[src/rtl/wt_pkg.sv]
package wt_pkg;
  localparam int WT_BYTE_W = 8;
  localparam int WT_NBYTES = 3;
  localparam int WT_CNT_W  = WT_BYTE_W * WT_NBYTES;
  localparam int WT_ADDR_W = $clog2(WT_NBYTES + 1);

  typedef logic [WT_CNT_W-1:0] wt_cnt_t;

  // Merge staged lower bytes with a freshly written top byte.
  function automatic wt_cnt_t wt_commit_value(input wt_cnt_t staged,
                                              input logic [WT_BYTE_W-1:0] top);
    wt_cnt_t v;
    v = staged;
    v[WT_CNT_W-1 -: WT_BYTE_W] = top;
    return v;
  endfunction

  function automatic wt_cnt_t wt_step(input wt_cnt_t c);
    return c - wt_cnt_t'(1);
  endfunction

  function automatic logic wt_last(input wt_cnt_t c);
    return c == wt_cnt_t'(1);
  endfunction

  function automatic logic wt_zero(input wt_cnt_t c);
    return c == '0;
  endfunction
endpackage

[src/rtl/wt_byte_regs.sv]
module wt_byte_regs
  import wt_pkg::*;
#(
  parameter int BW = WT_BYTE_W,
  parameter int NB = WT_NBYTES,
  parameter int AW = WT_ADDR_W,
  localparam int CW = BW * NB
) (
  input  logic          clk,
  input  logic          rst_n,
  input  logic          wr_en,
  input  logic [AW-1:0] wr_addr,
  input  logic [BW-1:0] wr_data,
  input  logic          cnt_en,
  output logic [CW-1:0] hold_val,
  output logic          commit
);
  localparam logic [AW-1:0] TOP_ADDR = AW'(NB - 1);

  logic [CW-1:0] staged;

  for (genvar i = 0; i < NB; i++) begin : g_stage
    logic sel;
    assign sel = wr_en && (wr_addr == AW'(i));
    always_ff @(posedge clk or negedge rst_n) begin
      if (!rst_n) staged[i*BW +: BW] <= '0;
      else if (sel) staged[i*BW +: BW] <= wr_data;
    end
  end

  assign commit = wr_en && (wr_addr == TOP_ADDR) && !cnt_en;

  always_ff @(posedge clk or negedge rst_n) begin
    if (!rst_n) hold_val <= '0;
    else if (commit) hold_val <= wt_commit_value(staged, wr_data);
  end

  AST_COMMIT_TAKES_BYTES: assert property (@(posedge clk) disable iff (!rst_n)
    commit |=> hold_val[CW-1 -: BW] == $past(wr_data));
  AST_HOLD_LOCKED_RUN: assert property (@(posedge clk) disable iff (!rst_n)
    cnt_en |=> $stable(hold_val));
  AST_LOW_WRITE_NO_HOLD: assert property (@(posedge clk) disable iff (!rst_n)
    (wr_en && wr_addr != TOP_ADDR) |=> $stable(hold_val));
endmodule

[src/rtl/wt_event_gate.sv]
module wt_event_gate (
  input  logic clk,
  input  logic rst_n,
  input  logic cnt_en,
  input  logic uart_mode,
  input  logic tx_start,
  input  logic rx_start,
  output logic en_rise,
  output logic reload_evt
);
  logic en_q;

  always_ff @(posedge clk or negedge rst_n) begin
    if (!rst_n) en_q <= 1'b0;
    else en_q <= cnt_en;
  end

  assign en_rise    = cnt_en && !en_q;
  assign reload_evt = cnt_en && uart_mode && (tx_start || rx_start);

  AST_UART_GATED: assert property (@(posedge clk) disable iff (!rst_n)
    (!uart_mode && !en_rise) |-> !(reload_evt || en_rise));
endmodule

[src/rtl/wt_down_counter.sv]
module wt_down_counter
  import wt_pkg::*;
#(
  parameter int CW = WT_CNT_W
) (
  input  logic          clk,
  input  logic          rst_n,
  input  logic          cnt_en,
  input  logic          load_evt,
  input  logic          etu_tick,
  input  logic          to_clr,
  input  logic [CW-1:0] hold_val,
  output logic          dec_evt,
  output logic          hit_zero,
  output logic          timeout
);
  logic [CW-1:0] cnt;

  assign dec_evt  = cnt_en && etu_tick && !wt_zero(cnt) && !load_evt;
  assign hit_zero = dec_evt && wt_last(cnt);

  always_ff @(posedge clk or negedge rst_n) begin
    if (!rst_n) begin
      cnt     <= '0;
      timeout <= 1'b0;
    end else if (load_evt) begin
      cnt     <= hold_val;
      timeout <= wt_zero(hold_val);
    end else begin
      if (dec_evt) cnt <= wt_step(cnt);
      if (hit_zero) timeout <= 1'b1;
      else if (to_clr) timeout <= 1'b0;
    end
  end

  AST_LOAD_TAKES_HOLD: assert property (@(posedge clk) disable iff (!rst_n)
    load_evt |=> cnt == $past(hold_val));
  AST_DEC_BY_ONE: assert property (@(posedge clk) disable iff (!rst_n)
    dec_evt |=> cnt == $past(cnt) - 1'b1);
  AST_STOP_AT_ZERO: assert property (@(posedge clk) disable iff (!rst_n)
    (cnt == '0 && !load_evt) |=> cnt == '0);
  AST_FLAG_STICKY: assert property (@(posedge clk) disable iff (!rst_n)
    (timeout && !to_clr && !load_evt) |=> timeout);
  AST_FROZEN_OFF: assert property (@(posedge clk) disable iff (!rst_n)
    !cnt_en |=> $stable(cnt));
  AST_RELOAD_BEATS_TICK: assert property (@(posedge clk) disable iff (!rst_n)
    (load_evt && etu_tick) |=> cnt == $past(hold_val));
  AST_CLR_WORKS: assert property (@(posedge clk) disable iff (!rst_n)
    (to_clr && !hit_zero && !load_evt) |=> !timeout);
endmodule

[src/rtl/wt_timer.sv]
module wt_timer
  import wt_pkg::*;
#(
  parameter int BW = WT_BYTE_W,
  parameter int NB = WT_NBYTES,
  localparam int AW = $clog2(NB + 1),
  localparam int CW = BW * NB
) (
  input  logic          clk,
  input  logic          rst_n,
  input  logic          wr_en,
  input  logic [AW-1:0] wr_addr,
  input  logic [BW-1:0] wr_data,
  input  logic          cnt_en,
  input  logic          uart_mode,
  input  logic          tx_start,
  input  logic          rx_start,
  input  logic          etu_tick,
  input  logic          to_clr,
  output logic          timeout
);
  logic [CW-1:0] hold_val;
  logic          commit;
  logic          en_rise;
  logic          reload_evt;
  logic          load_evt;
  logic          dec_evt;
  logic          hit_zero;

  wt_byte_regs #(.BW(BW), .NB(NB), .AW(AW)) u_regs (
    .clk(clk), .rst_n(rst_n), .wr_en(wr_en), .wr_addr(wr_addr),
    .wr_data(wr_data), .cnt_en(cnt_en), .hold_val(hold_val), .commit(commit)
  );

  wt_event_gate u_gate (
    .clk(clk), .rst_n(rst_n), .cnt_en(cnt_en), .uart_mode(uart_mode),
    .tx_start(tx_start), .rx_start(rx_start),
    .en_rise(en_rise), .reload_evt(reload_evt)
  );

  assign load_evt = en_rise || reload_evt;

  wt_down_counter #(.CW(CW)) u_cnt (
    .clk(clk), .rst_n(rst_n), .cnt_en(cnt_en), .load_evt(load_evt),
    .etu_tick(etu_tick), .to_clr(to_clr), .hold_val(hold_val),
    .dec_evt(dec_evt), .hit_zero(hit_zero), .timeout(timeout)
  );

  AST_NO_COMMIT_RUNNING: assert property (@(posedge clk) disable iff (!rst_n)
    commit |-> !cnt_en);
  AST_DISABLED_QUIET: assert property (@(posedge clk) disable iff (!rst_n)
    !cnt_en |=> $stable(timeout) || $past(to_clr));
endmodule

[config.mk]
export PLATFORM = sky130hd
export DESIGN_NAME = wt_timer
export DESIGN_NICKNAME = d
export VERILOG_FILES = /design/src/rtl/wt_pkg.sv /design/src/rtl/wt_byte_regs.sv /design/src/rtl/wt_event_gate.sv /design/src/rtl/wt_down_counter.sv /design/src/rtl/wt_timer.sv
export SDC_FILE = /design/constraint.sdc
export NUM_CORES = 1
export LEC_CHECK = 0
export ABC_CLOCK_PERIOD_IN_PS = 3500
export BUFFER_PORTS_ARGS = -buffer_cell sky130_fd_sc_hd__buf_2
export CORE_MARGIN = 2
export CORE_UTILIZATION = 45
export CTS_BUF_LIST = sky130_fd_sc_hd__clkbuf_8 sky130_fd_sc_hd__clkbuf_16
export DETAILED_ROUTE_END_ITERATION = 7
export PLACE_DENSITY = 0.74
export SYNTH_ARGS = -nofsm -noshare
export SYNTH_HDL_FRONTEND = slang
export SYNTH_SLANG_ARGS = --single-unit
export TNS_END_PERCENT = 50
[constraint.sdc]
create_clock -name clk -period 3.5 [get_ports clk]
set_input_delay 0.35 -clock clk [delete_from_list [all_inputs] [get_ports clk]]
set_output_delay 0.35 -clock clk [all_outputs]
set_load 0.1 [all_outputs]
# == Word level (Yosys, flattened, before mapping) ==
# Index checks and enable logic that the tools add are counted.
# W data, S select, Z words.
# classes
muxes,5
reduce_logical,22
add_sub_neg,1
eq_ne,3
# op_table
operator,n
$logic_not A24 Y1,2
$mux W24,2
$eq A24 B1 Y1 const B,1
$sub A24 B1 Y24 const B,1
$logic_and A1 B1 Y1,11
$logic_not A1 Y1,4
$mux W1,3
$reduce_bool A3 Y1,1
$eq A2 B1 Y1 const B,1
$eq A2 B2 Y1 const B,1
$logic_not A2 Y1,1
$logic_or A1 B1 Y1,2
$reduce_bool A2 Y1,1
# totals
ff_bits,66
output_inout_bits,1
elab_cells,37

# == Depth between registers and ports, before layout ==
# logic_depth
depth_word,8
mapped_depth,7
depth_no_buf,7

# == Hierarchy ==
# From an unflattened synthesis, not the netlist that was laid out.
# hier_totals
cells_unflattened,276
area_unflattened_um2,3236.9
# modules_own_cells
module,area_each_um2,seq_area_each_um2,cells_each,instances
wt_down_counter,1671.6,625.6,186,1
wt_byte_regs,1517.7,1001.0,86,1
wt_event_gate,41.3,25.0,3,1
wt_timer,6.3,0.0,1,1

# == Least setup slack after synthesis ==
# Ideal clock, no wire load.
# synth_timing
path_kind,register to register
start,register u_cnt.cnt[0]
end,register u_cnt.cnt[8]
t_arrival_ns,1.791
path_buffers,0
setup_ns,0.133
synth_period_minus_slack_ns,1.925
path_stages_with_launch,8
t_required_ns,3.367
setup_slack_ns,1.575
path_cell_list,dfrtp_1 -> inv_1 -> ha_1 -> or4b_2 -> nor2_1 -> nor2_1 -> a221oi_1 -> nand3_1
# synth_via
elab_chain_len,5
word_cells_on_any_way,8
# synth_lines
item,line_no,rtl
"start, declared",wt_down_counter.sv:17,logic [CW-1:0] cnt;
"start signal, assigned",wt_down_counter.sv:27,cnt <= hold_val;
"start signal, assigned",wt_down_counter.sv:30,if (dec_evt) cnt <= wt_step(cnt);
"parallel branches: the longest is 5 deep, another holds $sub A24 B1 Y24",n/a,
# Parallel ways; which one is timed is not known. The select of a mux whose other input is x is not followed.
# A chain may end at the register's enable or synchronous reset.

# == Worst setup path after layout ==
# layout_timing
start,register u_cnt.cnt[20]
end,register u_cnt.cnt[14]
# layout_via
elab_chain_len,5
# layout_lines
item,line_no,rtl
$logic_not A24 Y1,wt_pkg.sv:27,return c == '0;
$logic_not A1 Y1,wt_down_counter.sv:19,assign dec_evt = cnt_en && etu_tick && !wt_zero(cnt) && !load_evt;
$logic_and A1 B1 Y1 (2 in a row),wt_down_counter.sv:19,
$reduce_bool A2 Y1 (no line),n/a,
# Every way passes these cells.

==> summary.md <==
| Metric | Value |
|---|---|
| Fraction of registers with async set/reset | 100% |
| Die extent in y | 88.4 µm |
| Synth top cells by count | dfrtp_1 (66), mux2_2 (41), nand2_1 (29) |
| Starting Density | 46.9% |
| Hold EP | u_gate.en_q |
| Synth Register Bits | 66 |
| Clock tree buffer depth | 2 |
| Vias | 2416 |
| CP Launch Type | flip-flop |
| Comb power frac | 22.1% |
| Grt ovf | 0 |
| # IOs | 20 |
| Worst R2R End | u_cnt.cnt[14] |
| Int Pwr | 1660 µW |
| # rows | 30 |
| First-pass GRT wire length | 12200 µm |
| Final Hold Fails | 0 |
| Hpwl dp | 5250 µm |
| Power, Total | 2460 µW |
| First-pass iteration count of the detailed router | 4 |
| Min Tclk post-route | 2.38 ns |
| Crit-path cells | nor4_2 -> nand4b_1 -> o21ai_1 -> o21ai_0 -> o21bai_1 |
| Vias per std cell | 6.00 |
| Area leader, netlist | dfrtp_1 |
| Proportion of synthesized area in mux cells | 14.4% |
| Worst-Skew Late Latency | 0.34 ns |
| Adder-cell share of the synthesized area | 1.17% |
| Reg2Reg Setup Slack | 1.12 ns |
| Clk root buf | clkbuf_8 |
| RR Startpoint | u_cnt.cnt[20] |
| Post-synth design cell area | 3210 µm² |
| Tot GR Track Use | 20.8% |
| Crit share post-route | 68.0% |
| Syn avg cell area | 11.7 µm² |
| Most common cell in the synthesized netlist | dfrtp_1 |
| Fmax | 420 MHz |
| Vias in the first global route | 2368 |
| Hold Path Depth | 1 |
| Critical Path AT | 2.59 ns |
| CP peak stage delay | 0.76 ns |
| Setup bufs post-CTS | 0 |
| TritonCTS Buffers | 9 |
| CP max-delay cell | o21ai_1 |
| Synth Area in Simple Gates | 18.4% |
| Resized cells post-CTS | 0 |
| Port Buffers | 19 |
| Die X | 88.4 µm |
| Switching share of power | 32.6% |
| GP Congestion | 0.922 |
| Crit. End Element | flip-flop |
| Synth Flop Type | dfrtp_1 |
| Total Routed Length | 7240 µm |
| Largest family of logic cells by synthesized area | simple AND/OR/NAND/NOR gates |
| ANT cells | 0 |
| Req. time, crit path | 3.71 ns |
| Clk slew on worst S/H paths | 0.08 ns |
| Power Density | 670 nW/µm² |
| Switching power | 802 µW |
| Register-to-Register Path Depth | 5 |
| RSZ-0062 raised after global routing | false |
| Count of pins over their slew limit | 0 |
| Mapped Cells | 275 |
| Xor/xnor share of the synthesized area | 0% |
| Hold path startpoint | cnt_en |
| Crit Path Category | reg2reg |
| Sequential area share after synthesis | 51.5% |
| Synthesis-to-finish area growth | 14.4% |
| DRC marker count from the first detailed-route iteration | 261 |
| Nets | 324 |
| CTS tree | yes |
| Num Clock Sinks | 66 |
| Synth cell types | 49 |
| Share of the synthesized area in the top cell type | 51.5% |
| Post-Syn Nets | 297 |
| Die area | 7820 µm² |
| Antenna violations before repair | 0 |
| # fillers | 612 |
| Ranking of synthesized cells by area | dfrtp_1 (52%), mux2_2 (14%), nand2_1 (3.4%) |
| Max transition margin | 40.4% |
| Wire per inst | 18.0 µm |
| Crit path max fanout | 12 |
| Worst Hold Class | in2reg |
| DRC viols | 0 |
| Core area | 6830 µm² |
| Max-cap violations | 0 |
| Number of flops mapped to enable cells by yosys | 0 |
| Hold-fix buffers, CTS | 1 |
| Setup TNS | 0 ns |
| H-Tree Depth | 3 |
| Clock network power share | 29.5% |
| Leakage power | 0.00150 µW |
| Sequential share of power | 48.4% |
| Yosys warnings | 0 |
| Status | complete, no violations |
| Setup Skew | 0.00838 ns |
| Hold Slack | 0.217 ns |
| Complex-gate fraction of the synthesized area | 12.4% |
| VDD IR-drop max | 0.430 mV |
| Setup violators final | 0 |
| Largest net degree at the start of global routing | 53 |
| Slew @ Worst Pin | 0.888 ns |
| Share of cells above drive strength 1 | 31.6% |
| Post-route ant nets | 0 |
==> per-stage QoR <==
step	util, %	setup slack, ns	std cells	cell area [µm²]
after CTS	53.7	1.17	403	3670
after global routing	53.7	0.962	403	3670
after detailed placement	50.2	1.20	386	3430
final	53.7	1.12	403	3670
after floorplan	-	1.58	275	3210
after global placement	50.2	1.26	386	3430
==> power groups by stage <==
stage | Clock [µW] | Combinational, µW | Sequential, µW
floorplan | 0 | 418 | 1110
global placement | 0 | 524 | 1180
detailed placement | 0 | 537 | 1200
CTS | 742 | 541 | 1180
global route | 766 | 604 | 1220
finish | 725 | 543 | 1190
==> cell families after synthesis <==
group	count (synthesis)
muxes	41
adders and majority gates	3
DFF	66
AOI/OAI and AO/OA	50
buffers and inverters	14
and+or+nand+nor	101
==> routing by layer <==
metal	track usage [%]	wire, µm	vias up
li1	-	-	1126
met1	28.9	3210	1191
met2	32.3	3460	83
met3	4.10	424	16
met4	8.40	143	0
met5	0	0	-
==> cell usage in the layout (no fill, tap or decap), types with 2 or more instances in the layout <==
cell type	netlist	final
a21oi_1	2	2
a221o_1	2	2
a32oi_1	2	2
and4_1	2	2
buf_2	2	19
buf_4	1	5
bufinv_16	0	2
clkbuf_8	0	10
clkinvlp_4	0	2
dfrtp_1	66	66
ha_1	3	3
inv_1	5	5
mux2_2	41	41
nand2_1	29	29
nand3_1	14	14
nand4_1	4	4
nand4b_1	2	2
nor2_1	8	8
nor3_1	7	7
nor4_1	7	7
nor4_2	2	2
o211ai_1	10	10
o21ai_0	5	4
o21ai_1	2	3
o311ai_0	9	9
o311ai_1	7	7
o41ai_1	4	4
or2_2	4	4
or3_1	6	6
or4_1	3	3
==> sequential cells by signal, summed over array words and instances, names as in the netlist <==
register         flops
u_cnt.timeout        1
u_regs.hold_val     24
u_gate.en_q          1
u_cnt.cnt           24
u_regs.staged       16
==> cell type report <==
type,count,area (µm²),share of cell area (%)
flip-flops and latches,66,1650,45.0
clock inverters,6,88.8,2.42
inverters,5,18.8,0.512
multi-input cells,195,1510,41.1
clock buffers,10,138,3.75
well taps,96,120,3.28
repair buffers,25,143,3.89
==> worst max-delay path: cells and delay by family (launching register included) <==
family,cells,cell delay (ns)
AOI/OAI and AO/OA,3,1.14
DFF,1,0.44
and+or+nand+nor,2,0.67
==> worst max-delay path by stage <==
stage | start | slack, ns | endpoint
6_report | u_cnt.cnt[20] | 1.12 | u_cnt.cnt[14]
4_1_cts | u_cnt.cnt[8] | 1.17 | u_cnt.cnt[14]
2_1_floorplan | u_cnt.cnt[0] | 1.58 | u_cnt.cnt[8]
3_5_place_dp | u_cnt.cnt[8] | 1.20 | u_cnt.cnt[14]
5_1_grt | u_cnt.cnt[2] | 0.96 | u_cnt.cnt[14]
3_3_place_gp | u_cnt.cnt[8] | 1.26 | u_cnt.cnt[14]
Power figures use the tool's default switching activity.
